`src/rtl/cellvid_pkg.sv`:
```
// Shared types and helpers for the character-cell video fetch block.
// Assumes a 256x192 picture of 8x8 cells and 8-bit bitmap/attribute bytes.
package cellvid_pkg;

    localparam int COORD_W    = 8;   // picture coordinate width (0..255)
    localparam int NUM_SCALES = 3;   // shift 0 (x1), 1 (x2), 2 (x4)

    typedef struct packed {
        logic       flash;
        logic       bright;
        logic [2:0] paper;
        logic [2:0] ink;
    } cell_attr_t;

    // Pick ink or paper for one pixel, honouring the flash swap.
    function automatic logic [3:0] cell_colour(input cell_attr_t a,
                                               input logic bit_on,
                                               input logic flash_phase);
        logic use_ink;
        use_ink = bit_on ^ (a.flash & flash_phase);
        return {a.bright, (use_ink ? a.ink : a.paper)};
    endfunction

endpackage

```
`src/rtl/cellvid_window.sv`:
```
// Maps a raster position to picture coordinates for the selected scale.
// Builds one centred window per magnification and picks one by scale_sel.
// Assumes the raster is at least as large as the x4 picture.
module cellvid_window
    import cellvid_pkg::*;
#(
    parameter int CNT_W = 11,
    parameter int H_VIS = 1024,
    parameter int V_VIS = 768,
    parameter int ACT_W = 256,
    parameter int ACT_H = 192
) (
    input  logic [CNT_W-1:0]   h_pos,
    input  logic [CNT_W-1:0]   v_pos,
    input  logic [1:0]         scale_sel,
    output logic               visible,
    output logic               active,
    output logic [COORD_W-1:0] col,
    output logic [COORD_W-1:0] row
);

    localparam int EXT_W = CNT_W + 1;

    logic               hit   [NUM_SCALES];
    logic [COORD_W-1:0] col_g [NUM_SCALES];
    logic [COORD_W-1:0] row_g [NUM_SCALES];

    // One centred window per magnification; an offset below the origin wraps large.
    for (genvar g = 0; g < NUM_SCALES; g++) begin : g_scale
        localparam int SPAN_X = ACT_W << g;
        localparam int SPAN_Y = ACT_H << g;
        localparam int ORG_X  = (H_VIS - SPAN_X) / 2;
        localparam int ORG_Y  = (V_VIS - SPAN_Y) / 2;

        logic [EXT_W-1:0] dx;
        logic [EXT_W-1:0] dy;

        assign dx       = {1'b0, h_pos} - EXT_W'(ORG_X);
        assign dy       = {1'b0, v_pos} - EXT_W'(ORG_Y);
        assign hit[g]   = (dx < EXT_W'(SPAN_X)) && (dy < EXT_W'(SPAN_Y));
        assign col_g[g] = COORD_W'(dx >> g);
        assign row_g[g] = COORD_W'(dy >> g);
    end

    // Flags the part of the raster that is shown at all.
    always_comb begin
        visible = (h_pos < CNT_W'(H_VIS)) && (v_pos < CNT_W'(V_VIS));
    end

    // Selects the window for the requested magnification.
    always_comb begin
        unique case (scale_sel)
            2'd0: begin
                active = hit[2];
                col    = col_g[2];
                row    = row_g[2];
            end
            2'd1: begin
                active = hit[1];
                col    = col_g[1];
                row    = row_g[1];
            end
            default: begin
                active = hit[0];
                col    = col_g[0];
                row    = row_g[0];
            end
        endcase
    end

endmodule

```
`src/rtl/cellvid_fetch_addr.sv`:
```
// Forms the bitmap and attribute memory offsets for a picture coordinate.
// The bitmap rows are interleaved in three bands of 64 lines; attributes are linear.
// Assumes 32 cells per row; outputs are meaningful only inside the picture.
module cellvid_fetch_addr
    import cellvid_pkg::*;
#(
    parameter int BMP_AW  = 13,
    parameter int ATTR_AW = 10
) (
    input  logic [COORD_W-1:0] col,
    input  logic [COORD_W-1:0] row,
    output logic [BMP_AW-1:0]  bmp_addr,
    output logic [ATTR_AW-1:0] attr_addr
);

    logic [4:0] cell_col;
    logic [4:0] cell_row;

    // Splits the coordinates into cell indices.
    always_comb begin
        cell_col = col[7:3];
        cell_row = row[7:3];
    end

    // Bitmap offset: band, line within cell, cell row within band, cell column.
    always_comb begin
        bmp_addr = BMP_AW'({row[7:6], row[2:0], row[5:3], cell_col});
    end

    // Attribute offset: one byte per cell, 32 cells per row.
    always_comb begin
        attr_addr = ATTR_AW'({cell_row, cell_col});
    end

endmodule

```
`src/rtl/cellvid_shade.sv`:
```
// Chooses the pixel colour from bitmap and attribute bytes, border or blank,
// and registers it. Assumes the memory data belong to the current position.
module cellvid_shade
    import cellvid_pkg::*;
(
    input  logic       clk,
    input  logic       rst_n,
    input  logic       visible,
    input  logic       active,
    input  logic [2:0] pix_idx,
    input  logic [7:0] bmp_q,
    input  logic [7:0] attr_q,
    input  logic       flash_clk,
    input  logic [2:0] border_col,
    output logic [3:0] pix_color
);

    logic       bit_on;
    logic [3:0] next_colour;

    // Picks the bitmap bit for this pixel, MSB first.
    always_comb begin
        bit_on = bmp_q[3'd7 - pix_idx];
    end

    // Chooses picture, border or blank colour.
    always_comb begin
        if (!visible) begin
            next_colour = 4'd0;
        end else if (!active) begin
            next_colour = {1'b0, border_col};
        end else begin
            next_colour = cell_colour(cell_attr_t'(attr_q), bit_on, flash_clk);
        end
    end

    // Output register with synchronous reset.
    always_ff @(posedge clk) begin
        if (!rst_n) begin
            pix_color <= 4'd0;
        end else begin
            pix_color <= next_colour;
        end
    end

endmodule

```
`src/rtl/cellvid_raster.sv`:
```
// Top of the character-cell video fetch block: window mapping, memory
// addressing and colour selection. Assumes memories that capture the
// address on the falling clock edge and return data before the next rise.
module cellvid_raster
    import cellvid_pkg::*;
#(
    parameter int CNT_W   = 11,
    parameter int H_VIS   = 1024,
    parameter int V_VIS   = 768,
    parameter int ACT_W   = 256,
    parameter int ACT_H   = 192,
    parameter int BMP_AW  = 13,
    parameter int ATTR_AW = 10
) (
    input  logic               clk,
    input  logic               rst_n,
    input  logic [CNT_W-1:0]   h_pos,
    input  logic [CNT_W-1:0]   v_pos,
    input  logic [1:0]         scale_sel,
    input  logic [2:0]         border_col,
    input  logic               flash_clk,
    output logic [BMP_AW-1:0]  bmp_addr,
    input  logic [7:0]         bmp_q,
    output logic [ATTR_AW-1:0] attr_addr,
    input  logic [7:0]         attr_q,
    output logic [3:0]         pix_color
);

    logic               visible;
    logic               active;
    logic [COORD_W-1:0] col;
    logic [COORD_W-1:0] row;

    cellvid_window #(
        .CNT_W (CNT_W),
        .H_VIS (H_VIS),
        .V_VIS (V_VIS),
        .ACT_W (ACT_W),
        .ACT_H (ACT_H)
    ) u_window (
        .h_pos     (h_pos),
        .v_pos     (v_pos),
        .scale_sel (scale_sel),
        .visible   (visible),
        .active    (active),
        .col       (col),
        .row       (row)
    );

    cellvid_fetch_addr #(
        .BMP_AW  (BMP_AW),
        .ATTR_AW (ATTR_AW)
    ) u_addr (
        .col       (col),
        .row       (row),
        .bmp_addr  (bmp_addr),
        .attr_addr (attr_addr)
    );

    cellvid_shade u_shade (
        .clk        (clk),
        .rst_n      (rst_n),
        .visible    (visible),
        .active     (active),
        .pix_idx    (col[2:0]),
        .bmp_q      (bmp_q),
        .attr_q     (attr_q),
        .flash_clk  (flash_clk),
        .border_col (border_col),
        .pix_color  (pix_color)
    );

endmodule

```
`config.mk`:
```
export PLATFORM = sky130hd
export DESIGN_NAME = cellvid_raster
export DESIGN_NICKNAME = d
export VERILOG_FILES = /design/src/rtl/cellvid_pkg.sv /design/src/rtl/cellvid_window.sv /design/src/rtl/cellvid_fetch_addr.sv /design/src/rtl/cellvid_shade.sv /design/src/rtl/cellvid_raster.sv
export SDC_FILE = /design/constraint.sdc
export NUM_CORES = 1
export LEC_CHECK = 0
export CORE_MARGIN = 4
export CORE_UTILIZATION = 40
export DETAILED_ROUTE_END_ITERATION = 16
export MAX_ROUTING_LAYER = met4
export PLACE_DENSITY = 0.87
export SYNTH_ARGS = -nofsm -noshare
export SYNTH_HDL_FRONTEND = slang
export SYNTH_SLANG_ARGS = --single-unit
export TNS_END_PERCENT = 50
```
`constraint.sdc`:
```
create_clock -name clk -period 3 [get_ports clk]
set_input_delay 0.3 -clock clk [delete_from_list [all_inputs] [get_ports clk]]
set_output_delay 0.3 -clock clk [all_outputs]
set_load 0.05 [all_outputs]
```
==> metrics.csv <==
metric,value,unit
max reg flops,4,
path category of the worst min-delay check,primary input to flip-flop,
Sw Ratio,44.8,%
status,"finished, final reports clean",
pre-CTS setup slack,0.144,ns
CTS tree,built,
Startpoint Class,primary input,
hold-fix buffers at CTS,0,
Max Cap Violations,0,
CP max stage cell,or4_1,
number of synthesized register bits,4,
Die X,61.7,um
crit end category,flip-flop,
PwrDens,274,mW/mm2
core area,0.00276,mm2
Sum Neg Setup Slack,0,ns
Detail Route Antenna Nets,0,
Root Buffer Master,clkbuf_4,
Die Height,61.7,um
vias in the first global route,1396,
Initial Util,41.9,%
postcts setup bufs,0,
Synth Net Count,219,
routed vias/inst,5.75,
initial detailed-routing violation count,96,
registers with the most flip-flops,u_shade.pix_color x4,
RSZ-0062 raised after global routing,false,
Slew headroom,49.8,%
Rows,19,
layout cell share with drive strength beyond 1,17.0,%
Gate Count Post-Synth,166,
Worst path max stage delay,0.58,ns
"most common cell after layout, fill and taps aside",clkdlybuf4s50_1,
fin util,75.1,%
Mapped Area,0.00115,mm2
Ports,73,
# nets final,279,
sequential share of the synthesized area,6.93,%
Routed Wire Length,3870,um
Num CTS Buffers,3,
DP HPWL,3170,um
"Avg Cell Area, Syn",6.96,um2
switching power,254,uW
CP arrival,2.83,ns
final hold vios,0,
"Primary FF master, synth",dfxtp_1,
fin worst setup slack,0.345,ns
Clk pwr share,11.9,%
clock slew at reported path FFs,0.04,ns
DRC viols,0,
Lkg Pwr,0.880,nW
most frequent cells in the layout,"clkdlybuf4s50_1, nand2_1, buf_12",
Max IR drop VDD,0.223,mV
clk sinks,4,
Slew @ Worst Pin,0.744,ns
combinational fraction of design power,78.3,%
Ys Warns,0,
WL/cell,15.2,um
Sequential Power Share,9.8,%
initial antenna violation count,0,
total gr overflow,0,
"Setup violations, final",0,
FMAX,377,MHz
first-pass GRT wire length,5980,um
CP Cell Sequence,clkdlybuf4s50_1 -> inv_1 -> ha_1 -> nor2_1 -> a22oi_1 -> o211ai_1 -> o32a_1 -> or4_1 -> nand3_1,
Synth cell types,46,
Setup Crit Path Kind,primary input to flip-flop,
internal power,313,uW
crit-path leading delay family,compound AO/OA/AOI/OAI gates,
Initial DRT Pass Iterations,6,
vias post-DR,1467,
minimum clock period,2.66,ns
largest net degree at the start of global routing,30,
filler instances,199,
Die ar.,0.00381,mm2
Critical Path Fanout Max,10,
CTS max path bufs,2,
Crit path required time,3.18,ns
ys async rst share,0,%
Post-synth EDFFs,0,
Final Max Slew Viols,0,
GRT Total Usage,20.8,%
Final GP Congestion,0.897,
count of input and output buffers,72,
H-tree Lvls,1,
period utilisation layout,88.5,%
CP Buf/Inv Count,2,
Area Overhead vs Synth,79.3,%
Antenna Cells,0,
"Gates resized, CTS repair",0,
Largest Register,u_shade.pix_color,
[synth_stat cells, drive strengths merged, types with 3 or more instances]
cell	number	area share [%]
dfxtp	4	6.9
a211o	3	2.3
a21oi	5	2.2
nand2	23	7.5
o211ai	4	2.6
ha	7	7.6
buf	16	9.6
nand3	7	3.0
mux2i	18	16
nor2	9	2.9
o21ai	17	7.4
inv	10	3.2
clkbuf	6	2.0
or4	3	2.0
[worst paths after layout]
path | startpoint | end | slack, ns | cells past startpoint
max | v_pos[6] | u_shade.pix_color[0] | 0.34 | 9
min | attr_q[6] | u_shade.pix_color[3] | 0.60 | 3
[per-layer routing]
| metal | GRT usage [%] | vias up | wire (um) |
|---|---|---|---|
| met5 | - | - | 0 |
| met1 | 23.1 | 678 | 1400 |
| met3 | 2.07 | 4 | 313 |
| met2 | 40.7 | 69 | 2140 |
| met4 | 2.42 | 0 | 15 |
| li1 | - | 716 | - |
[area by class of cell]
type / instances / area (um2) / area share (%)
repair buffers: 77 / 988 / 47.7
multi-input cells: 130 / 903 / 43.6
flip-flops and latches: 4 / 80.1 / 3.87
well taps: 31 / 38.8 / 1.87
inverters: 10 / 37.5 / 1.81
clock buffers: 3 / 22.5 / 1.09
[kinds of logic (layout without fill, tap and decap cells)]
| family | Yosys count | after routing | synth area share, % |
|---|---|---|---|
| and+or+nand+nor | 54 | 54 | 22.4 |
| muxes | 21 | 21 | 19.8 |
| xor gates and xnor gates | 3 | 3 | 2.28 |
| adders and majority gates | 7 | 7 | 7.58 |
| AOI/OAI and AO/OA | 45 | 45 | 26.1 |
| buffers and inverters | 32 | 90 | 14.8 |
| DFF | 4 | 4 | 6.93 |
[worst min-delay path: stages]
cell	delay [ns]
clkdlybuf4s50_1	0.40
nand2_1	0.06
nor2_1	0.03
[stage by stage]
step | instance area [um2] | std cells | total power, mW | hold slack (ns)
2_1_floorplan | 1150 | 166 | 0.290 | 0.414
4_1_cts | 2070 | 255 | 0.570 | 0.595
3_5_place_dp | 2050 | 252 | 0.499 | 0.846
6_report | 2070 | 255 | 0.566 | 0.599
5_1_grt | 2070 | 255 | 0.596 | 0.599
3_3_place_gp | 2050 | 252 | 0.492 | 0.832
[power by group through the flow]
stage                     clock network, mW  logic, mW  registers (mW)
after CTS                            0.0692      0.445          0.0554
after floorplan                           0      0.229          0.0615
after global placement                    0      0.435          0.0562
final                                0.0676      0.443          0.0554
after global routing                 0.0729      0.467          0.0554
after detailed placement                  0      0.443          0.0562
Note: power is estimated with default switching activity, not from simulation.
